--- src/rtl/lops_pkg.sv ---
package lops_pkg;

  localparam int REG_W = 8;

  typedef enum logic [1:0] {
    OP_WRITE,
    OP_WAIT_LOCK,
    OP_WAIT_SETTLE,
    OP_END
  } opKind_e;

  typedef enum logic [1:0] {
    S_IDLE,
    S_UP,
    S_PLAY,
    S_DOWN
  } seqState_e;

  typedef struct packed {
    opKind_e          kind;
    logic [REG_W-1:0] addr;
    logic [REG_W-1:0] data;
  } step_t;

  typedef struct packed {
    logic jumpUp;
    logic jumpDown;
    logic step;
    logic armWait;
  } seqStrobe_t;

  localparam int SCRIPT_LEN = 23;
  localparam int UP_START   = 0;
  localparam int DOWN_START = 15;
  localparam int PTR_W      = $clog2(SCRIPT_LEN);

  localparam logic [1:0] LINE_GAIN = 2'b01;
  localparam logic [REG_W-1:0] AMP_REG = 8'h11;

  function automatic logic [REG_W-1:0] ampWord(input logic saveOn, input logic ampOn);
    return {LINE_GAIN, 3'b000, saveOn, ampOn, ampOn};
  endfunction

  function automatic step_t wr(input logic [REG_W-1:0] a, input logic [REG_W-1:0] d);
    step_t s;
    s.kind = OP_WRITE;
    s.addr = a;
    s.data = d;
    return s;
  endfunction

  function automatic step_t op(input opKind_e k);
    step_t s;
    s.kind = k;
    s.addr = '0;
    s.data = '0;
    return s;
  endfunction

  function automatic step_t scriptStep(input int idx);
    case (idx)
      0:  return wr(8'h01, 8'hF4);
      1:  return wr(AMP_REG, ampWord(1'b0, 1'b0));
      2:  return wr(8'h1D, 8'h01);
      3:  return wr(8'h15, 8'h05);
      4:  return wr(8'h0D, 8'h01);
      5:  return wr(8'h0E, 8'h01);
      6:  return wr(8'h1A, 8'h28);
      7:  return wr(8'h1B, 8'h28);
      8:  return wr(AMP_REG, ampWord(1'b1, 1'b0));
      9:  return op(OP_WAIT_LOCK);
      10: return wr(8'h00, 8'hC1);
      11: return wr(AMP_REG, ampWord(1'b1, 1'b1));
      12: return op(OP_WAIT_SETTLE);
      13: return wr(AMP_REG, ampWord(1'b0, 1'b1));
      14: return op(OP_END);
      15: return wr(AMP_REG, ampWord(1'b1, 1'b1));
      16: return wr(8'h00, 8'h01);
      17: return wr(AMP_REG, ampWord(1'b1, 1'b0));
      18: return op(OP_WAIT_SETTLE);
      19: return wr(8'h0D, 8'h00);
      20: return wr(8'h0E, 8'h00);
      21: return wr(AMP_REG, ampWord(1'b0, 1'b0));
      default: return op(OP_END);
    endcase
  endfunction

endpackage

--- src/rtl/lops_dp.sv ---
module lops_dp
  import lops_pkg::*;
#(
  parameter int SETTLE_MS = 300,
  parameter int LOCK_MS   = 10
) (
  input  logic             clk,
  input  logic             rst,
  input  logic             msTick,
  input  logic             seqActive,
  input  logic             wrReady,
  input  seqStrobe_t       strobe,
  output opKind_e          kind,
  output logic             waitArmed,
  output logic             waitZero,
  output logic             wrFire,
  output logic             wrValid,
  output logic [REG_W-1:0] wrAddr,
  output logic [REG_W-1:0] wrData
);

  localparam int LONGEST = (SETTLE_MS > LOCK_MS) ? SETTLE_MS : LOCK_MS;
  localparam int MAX_MS  = (LONGEST > 1) ? LONGEST : 1;
  localparam int CNT_W   = $clog2(MAX_MS + 1);

  logic [PTR_W-1:0] ptr;
  logic [CNT_W-1:0] waitCnt;
  logic [CNT_W-1:0] waitTarget;
  step_t            cur;

  assign cur     = scriptStep(int'(ptr));
  assign kind    = cur.kind;
  assign wrValid = seqActive && (cur.kind == OP_WRITE);
  assign wrAddr  = cur.addr;
  assign wrData  = cur.data;
  assign wrFire  = wrValid && wrReady;
  assign waitZero = (waitCnt == '0);

  assign waitTarget = (cur.kind == OP_WAIT_LOCK) ? CNT_W'(LOCK_MS) : CNT_W'(SETTLE_MS);

  always_ff @(posedge clk) begin
    if (rst) begin
      ptr       <= PTR_W'(UP_START);
      waitCnt   <= '0;
      waitArmed <= 1'b0;
    end else if (strobe.jumpUp) begin
      ptr       <= PTR_W'(UP_START);
      waitArmed <= 1'b0;
    end else if (strobe.jumpDown) begin
      ptr       <= PTR_W'(DOWN_START);
      waitArmed <= 1'b0;
    end else if (strobe.step) begin
      ptr       <= ptr + 1'b1;
      waitArmed <= 1'b0;
    end else if (strobe.armWait) begin
      waitCnt   <= waitTarget;
      waitArmed <= 1'b1;
    end else if (waitArmed && msTick && !waitZero) begin
      waitCnt   <= waitCnt - 1'b1;
    end
  end

endmodule

--- src/rtl/lops_ctrl.sv ---
module lops_ctrl
  import lops_pkg::*;
(
  input  logic       clk,
  input  logic       rst,
  input  logic       startReq,
  input  logic       stopReq,
  input  opKind_e    kind,
  input  logic       waitArmed,
  input  logic       waitZero,
  input  logic       wrFire,
  output seqStrobe_t strobe,
  output logic       seqActive,
  output logic       playing,
  output logic       done
);

  seqState_e state, stateNxt;
  logic      stopPend, pendNxt, doneNxt;

  always_comb begin
    strobe   = '0;
    stateNxt = state;
    pendNxt  = stopPend;
    doneNxt  = 1'b0;
    case (state)
      S_IDLE: begin
        if (startReq) begin
          strobe.jumpUp = 1'b1;
          stateNxt      = S_UP;
        end
      end
      S_PLAY: begin
        if (stopReq || stopPend) begin
          strobe.jumpDown = 1'b1;
          pendNxt         = 1'b0;
          stateNxt        = S_DOWN;
        end
      end
      default: begin
        if (state == S_UP && stopReq) pendNxt = 1'b1;
        case (kind)
          OP_WRITE: strobe.step = wrFire;
          OP_WAIT_LOCK, OP_WAIT_SETTLE: begin
            if (!waitArmed)    strobe.armWait = 1'b1;
            else if (waitZero) strobe.step    = 1'b1;
          end
          default: begin
            doneNxt  = 1'b1;
            stateNxt = (state == S_UP) ? S_PLAY : S_IDLE;
          end
        endcase
      end
    endcase
  end

  always_ff @(posedge clk) begin
    if (rst) begin
      state    <= S_IDLE;
      stopPend <= 1'b0;
      done     <= 1'b0;
    end else begin
      state    <= stateNxt;
      stopPend <= pendNxt;
      done     <= doneNxt;
    end
  end

  assign seqActive = (state == S_UP) || (state == S_DOWN);
  assign playing   = (state == S_PLAY);

endmodule

--- src/rtl/lineout_pwr_seq.sv ---
module lineout_pwr_seq
  import lops_pkg::*;
#(
  parameter int SETTLE_MS = 300,
  parameter int LOCK_MS   = 10
) (
  input  logic       clk,
  input  logic       rst,
  input  logic       ms_tick,
  input  logic       start_req,
  input  logic       stop_req,
  input  logic       wr_ready,
  output logic       wr_valid,
  output logic [7:0] wr_addr,
  output logic [7:0] wr_data,
  output logic       busy,
  output logic       playing,
  output logic       done
);

  seqStrobe_t strobe;
  opKind_e    kind;
  logic       waitArmed, waitZero, wrFire, seqActive;

  lops_ctrl u_ctrl (
    .clk       (clk),
    .rst       (rst),
    .startReq  (start_req),
    .stopReq   (stop_req),
    .kind      (kind),
    .waitArmed (waitArmed),
    .waitZero  (waitZero),
    .wrFire    (wrFire),
    .strobe    (strobe),
    .seqActive (seqActive),
    .playing   (playing),
    .done      (done)
  );

  lops_dp #(
    .SETTLE_MS (SETTLE_MS),
    .LOCK_MS   (LOCK_MS)
  ) u_dp (
    .clk       (clk),
    .rst       (rst),
    .msTick    (ms_tick),
    .seqActive (seqActive),
    .wrReady   (wr_ready),
    .strobe    (strobe),
    .kind      (kind),
    .waitArmed (waitArmed),
    .waitZero  (waitZero),
    .wrFire    (wrFire),
    .wrValid   (wr_valid),
    .wrAddr    (wr_addr),
    .wrData    (wr_data)
  );

  assign busy = seqActive;

endmodule

--- config.mk ---
export PLATFORM = sky130hd
export DESIGN_NAME = lineout_pwr_seq
export DESIGN_NICKNAME = d
export VERILOG_FILES = /design/src/rtl/lops_pkg.sv /design/src/rtl/lops_dp.sv /design/src/rtl/lops_ctrl.sv /design/src/rtl/lineout_pwr_seq.sv
export SDC_FILE = /design/constraint.sdc
export NUM_CORES = 1
export LEC_CHECK = 0
export ABC_AREA = 1
export BUFFER_PORTS_ARGS = -buffer_cell sky130_fd_sc_hd__buf_2
export CORE_UTILIZATION = 25
export DETAILED_ROUTE_END_ITERATION = 6
export SLEW_MARGIN = 20
export SYNTH_ARGS = -nofsm -noshare
export SYNTH_HDL_FRONTEND = slang
export SYNTH_SLANG_ARGS = --single-unit
export TNS_END_PERCENT = 1
--- constraint.sdc ---
create_clock -name clk -period 3.1 [get_ports clk]
set_input_delay 0.155 -clock clk [delete_from_list [all_inputs] [get_ports clk]]
set_output_delay 0.155 -clock clk [all_outputs]
set_load 0.02 [all_outputs]
# Word level (Yosys, flattened, before mapping)
# Memories as Yosys holds them, arrays and structs flattened.
# Cells that the tools add are included.
# word_totals
reg_bits,19
rom_bits,480
out_inout_bits,20
mem_count,1
# mem_list
memory,depth,word_bits,read_ports,rd_clocked_by_memory_dff,wr,line,text
(no name shown),32,15,1,0,0,lops_pkg.sv:61,case (idx)
# classes
n_addsub,2
n_eq_ne,8
muxes,24
bitwise,4
n_reduce_logical,24
# ops
op,n
9-bit 2-to-1 mux,3
1-bit 2-to-1 mux,11
2-bit 2-to-1 mux,5
9-bit zero test,1
3-bit OR reduction,3
"9-bit by 1-bit subtractor with 9-bit output, second input constant",1
4-bit 2-to-1 mux,2
"2-bit equality test, second input constant",3
3-bit AND reduction,2
2-bit nonzero test,3
2-bit OR reduction,3
"5-bit by 1-bit adder with 5-bit output, second input constant",1
1-bit logical AND,5
"2-bit by 1-bit equality test with 1-bit output, second input constant",2
2-bit zero test,2
1-bit NOT,4
1-bit one-hot mux with 2 select lines,2
2-bit one-hot mux with 2 select lines,1
4-bit AND reduction,1
4-bit OR reduction,1
"3-bit by 1-bit != test with 1-bit output, second input constant",1
1-bit logical OR,2
"2-bit by 1-bit != test with 1-bit output, second input constant",1
"2-bit != test, second input constant",1
1-bit zero test,1

# Logic depth before layout (Yosys ltp)
# logic_depth
depth_word,8
depth_mapped,16

# Hierarchy
# Synthesis repeated with hierarchy kept, for this count alone.
# unflattened
hier_cells,270
hier_area_um2,1687.9
# by_module_without_submodules
module,n_inst,cells_each,area_per_inst_um2
lops_dp,1,220,1341.3
lops_ctrl,1,50,346.6

# Worst setup path after synthesis
# Ideal clock, no wire load.
# synth_timing
kind,flip-flop to flip-flop
start,reg u_dp.ptr[0]
end,reg u_dp.waitCnt[5]
setup_time_ns,0.113
arrival_time_ns,2.052
required_ns,2.987
slack_ns,0.936
stages_incl_launch_ff,14
n_path_buf,0
synth_period_minus_slack_ns,2.164
path_cell_list,dfxtp_1 -> inv_1 -> ha_1 -> a21boi_0 -> o21ai_0 -> inv_1 -> ha_1 -> inv_1 -> nor2_1 -> nand2_2 -> a21oi_4 -> nand2_4 -> nor2_1 -> nor2_1
# synth_via
elab_chain_cells,8
elab_cells_between_ends,15
# synth_lines
element,line,text
"start, declared",lops_dp.sv:26,logic [PTR_W-1:0] ptr;
"start signal, assigned",lops_dp.sv:43,ptr <= PTR_W'(UP_START);
"start signal, assigned",lops_dp.sv:47,ptr <= PTR_W'(UP_START);
"start signal, assigned",lops_dp.sv:50,ptr <= PTR_W'(DOWN_START);
memory 32 x 15 bit (*),n/a,
2-bit zero test,"lops_dp.sv:33, lops_ctrl.sv:42",
1-bit logical AND,lops_dp.sv:33,assign wrValid = seqActive && (cur.kind == OP_WRITE);
1-bit logical AND,lops_dp.sv:36,assign wrFire = wrValid && wrReady;
1-bit one-hot mux with 2 select lines,lops_ctrl.sv:42,case (kind)
2-bit 2-to-1 mux,lops_ctrl.sv:26,case (state)
1-bit NOT (no line),n/a,
4-bit AND reduction (no line),n/a,
"end signal, assigned",lops_dp.sv:56,waitCnt <= waitTarget;
"end signal, assigned",lops_dp.sv:59,waitCnt <= waitCnt - 1'b1;
"end, declared",lops_dp.sv:27,logic [CNT_W-1:0] waitCnt;
# Every way passes the cells marked *; elsewhere a longest branch is shown, timed or not.
# A chain may end at the register's enable or synchronous reset.

# Worst setup path in the final report
# layout_timing
start,reg u_dp.ptr[2]
end,reg u_dp.waitCnt[5]
# The elaborated chain is that of the path after synthesis.

==> impl_metrics.env <==
export IMPL_cp_start_kind="flip-flop"
export IMPL_critical_path_slowest_cell="dfxtp_1"
export IMPL_coreArea_um2=6460
export IMPL_slew_headroom_pct=63.1
export IMPL_cts_buffer_depth=2
export IMPL_clock_sinks=19
export IMPL_holdWs_ns=0.117
export IMPL_yosysUniqueCellTypes=35
export IMPL_h_tree_depth=1
export IMPL_ctsRootBufferMaster="clkbuf_8"
export IMPL_p_leak_nw=1.01
export IMPL_antenna_cells=0
export IMPL_path_clk_slew_ns=0.08
export IMPL_place_congestion=0.926
export IMPL_finClkSkew_ns=0.00241
export IMPL_synthCells=268
export IMPL_grtUsageTotal_pct=11.4
export IMPL_synthesis_area_um2=1700
export IMPL_drv_slew=0
export IMPL_remaining_drc_errors=3
export IMPL_die_h_um=84.4
export IMPL_grt_busiest_layer="met2"
export IMPL_final_hold_viol_count=0
export IMPL_area_delta_synth_final_pct=12.3
export IMPL_register_area_um2=380
export IMPL_postSynth_asyncResetShare_pct=0
export IMPL_grt_overflow=0
export IMPL_insertion_delay_ns=0.26
export IMPL_dp_cells=362
export IMPL_rsz0062_at_grt="false"
export IMPL_finalNonFillerCells=366
export IMPL_syn_area_per_cell_um2=6.33
export IMPL_drive_above_1_share_pct=15.9
export IMPL_setup_viol=0
export IMPL_tightest_slew_ns=0.552
export IMPL_grt_pass1_wl_mm=6.71
export IMPL_post_cts_buffers=0
export IMPL_vias=1694
export IMPL_post_route_min_period_ns=2.62
export IMPL_grt_antenna_before_repair=0
export IMPL_use_met3_pct=1.47
export IMPL_ios=26
export IMPL_dp_slack_ns=0.512
export IMPL_critPathMaxFanout=18
export IMPL_status="finished with violations"
export IMPL_cts_tree="yes"
export IMPL_use_met1_pct=16.3
export IMPL_grt_max_degree=19
export IMPL_fin_nets=313
export IMPL_ys_seq_area_share_pct=22.4
export IMPL_grt_pass1_vias=1488
export IMPL_crit_type="flip-flop to flip-flop"
export IMPL_yosys_warnings=0
export IMPL_fp_row_count=29
export IMPL_dp_hpwl_mm=3.04
export IMPL_cts_hold_buf=0
export IMPL_violations="DRC"
export IMPL_slowest_delay_ns=0.67
export IMPL_fin_tns_setup_ns=0
export IMPL_cts_repair_resized=0
export IMPL_dieArea_um2=7120
export IMPL_yosys_most_used_dff="dfxtp_1"
export IMPL_cp_common_cell="nand2_1"
export IMPL_ys_seq_elements=19
export IMPL_initial_utilization_pct=26.3
export IMPL_hold_path_class="input port to flip-flop"
export IMPL_p_per_area_nw_per_um2=489
export IMPL_first_pass_iters=6
export IMPL_dieWidth_um=84.4
export IMPL_cts_buffers=3
export IMPL_ir_worst_vdd_v=0.000434
export IMPL_synth_edff_count=0
export IMPL_routedWlPerCell_um=10.6
export IMPL_io_buffers=22
export IMPL_ant_nets=0
export IMPL_endpoint_kind="flip-flop"
export IMPL_worst_slack_ns=0.476
export IMPL_first_iter_violations=109
export IMPL_use_met2_pct=17.8
export IMPL_arrival_ns=2.83
export IMPL_maxCapViolCount=0
export IMPL_period_share_pct=84.7
export IMPL_viasPerCell=4.63
export IMPL_path_cells="nand2_1 -> a21boi_0 -> o21ai_0 -> inv_1 -> ha_1 -> inv_1 -> nor2_1 -> nand2_2 -> a21oi_4 -> nand2_4 -> nand2_1 -> nand2_1 -> nor2_1"
export IMPL_critPathRequiredTime_ns=3.30
export IMPL_wl_mm=3.88
export IMPL_max_clock_freq_mhz=381
export IMPL_multi_input_area_um2=1110
export IMPL_fillers=714
layer usage:
layer	wire, µm	vias to the layer above
met5	0	-
met3	137	8
li1	-	890
met2	1680	48
met1	2000	748
met4	68	0
synth_stat cells (3+ instances only):
master / instances / area, µm²
a21oi_1: 14 / 70.1
ha_1: 17 / 213
nor2_1: 33 / 124
inv_2: 5 / 18.8
o21ai_0: 20 / 100
inv_1: 32 / 120
buf_4: 3 / 22.5
nand2_2: 5 / 31.3
nand2_1: 65 / 244
nor3_1: 4 / 20.0
nand3_1: 21 / 105
dfxtp_1: 19 / 380
registers in the layout (all words and copies together) (netlist names):
register / cells
u_ctrl.done: 1
u_dp.waitArmed: 1
u_dp.waitCnt: 9
u_ctrl.state: 2
u_ctrl.stopPend: 1
u_dp.ptr: 5
through the flow:
stage	power, mW	cell area [µm²]	util [%]
floorplan	0.641	1700	-
global placement	0.759	1860	28.8
finish	0.932	1910	29.5
CTS	0.937	1910	29.5
detailed placement	0.755	1860	28.8
global route	1.00	1910	29.5
area by class of cell:
type	instances	area share [%]
clock buffer	3	2.17
sequential	19	20.0
multi-input combinational	204	58.4
inverter	39	7.94
timing repair buffer	23	6.17
clock inverter	1	0.263
tap	77	5.06
logic make-up (layout without fill, tap and decap cells):
logic type | Yosys count | count (layout) | synth area share (%)
AND/OR/NAND/NOR | 137 | 137 | 35.5
buffers and inverters | 47 | 66 | 12.4
AO/OA/AOI/OAI | 45 | 45 | 15.9
flip-flops | 19 | 19 | 22.4
adder cells (fa/ha/maj) | 17 | 17 | 12.5
XOR/XNOR | 2 | 2 | 1.03
other | 1 | 3 | 0.221
where the power goes:
group          internal, mW  total [mW]  switching, mW
Sequential            0.267       0.289         0.0218
Clock                0.0895       0.178         0.0889
Combinational         0.156       0.465          0.309
worst paths after layout:
check	from	endpoint	slack, ns	depth (start not counted)
min	rst	u_dp.waitCnt[6]$_SDFFE_PP0P_	0.12	2
max	u_dp.ptr[2]$_SDFFE_PP0P_	u_dp.waitCnt[5]$_SDFFE_PP0P_	0.48	13
min reg2reg	u_dp.waitCnt[0]$_SDFFE_PP0P_	u_dp.waitCnt[0]$_SDFFE_PP0P_	0.47	2
max reg2reg	u_dp.ptr[2]$_SDFFE_PP0P_	u_dp.waitCnt[5]$_SDFFE_PP0P_	0.48	13
placed cells by master, fill, tap and decap left out, types with 2 or more instances in the layout:
master,Yosys,routed
buf_2,2,22
o21ai_0,20,20
conb_1,1,3
nand3_1,21,21
or2_2,2,2
nand2_2,5,5
nand2_4,2,2
nor2_1,33,33
ha_1,17,17
clkbuf_8,0,3
o221ai_1,2,2
inv_2,5,5
dfxtp_1,19,19
nand2_1,65,65
inv_1,32,32
nor3_1,4,4
a21oi_1,14,14
nor2_4,2,2
o31ai_1,2,2
worst max-delay path, delay by kind of cell (launching register included):
kind                       cells  cell delay, ns
adders and majority gates      1            0.30
buffers and inverters          2            0.15
AOI/OAI and AO/OA              3            0.68
DFF                            1            0.67
and+or+nand+nor                7            0.76
Note: power is estimated with default switching activity, not from simulation.
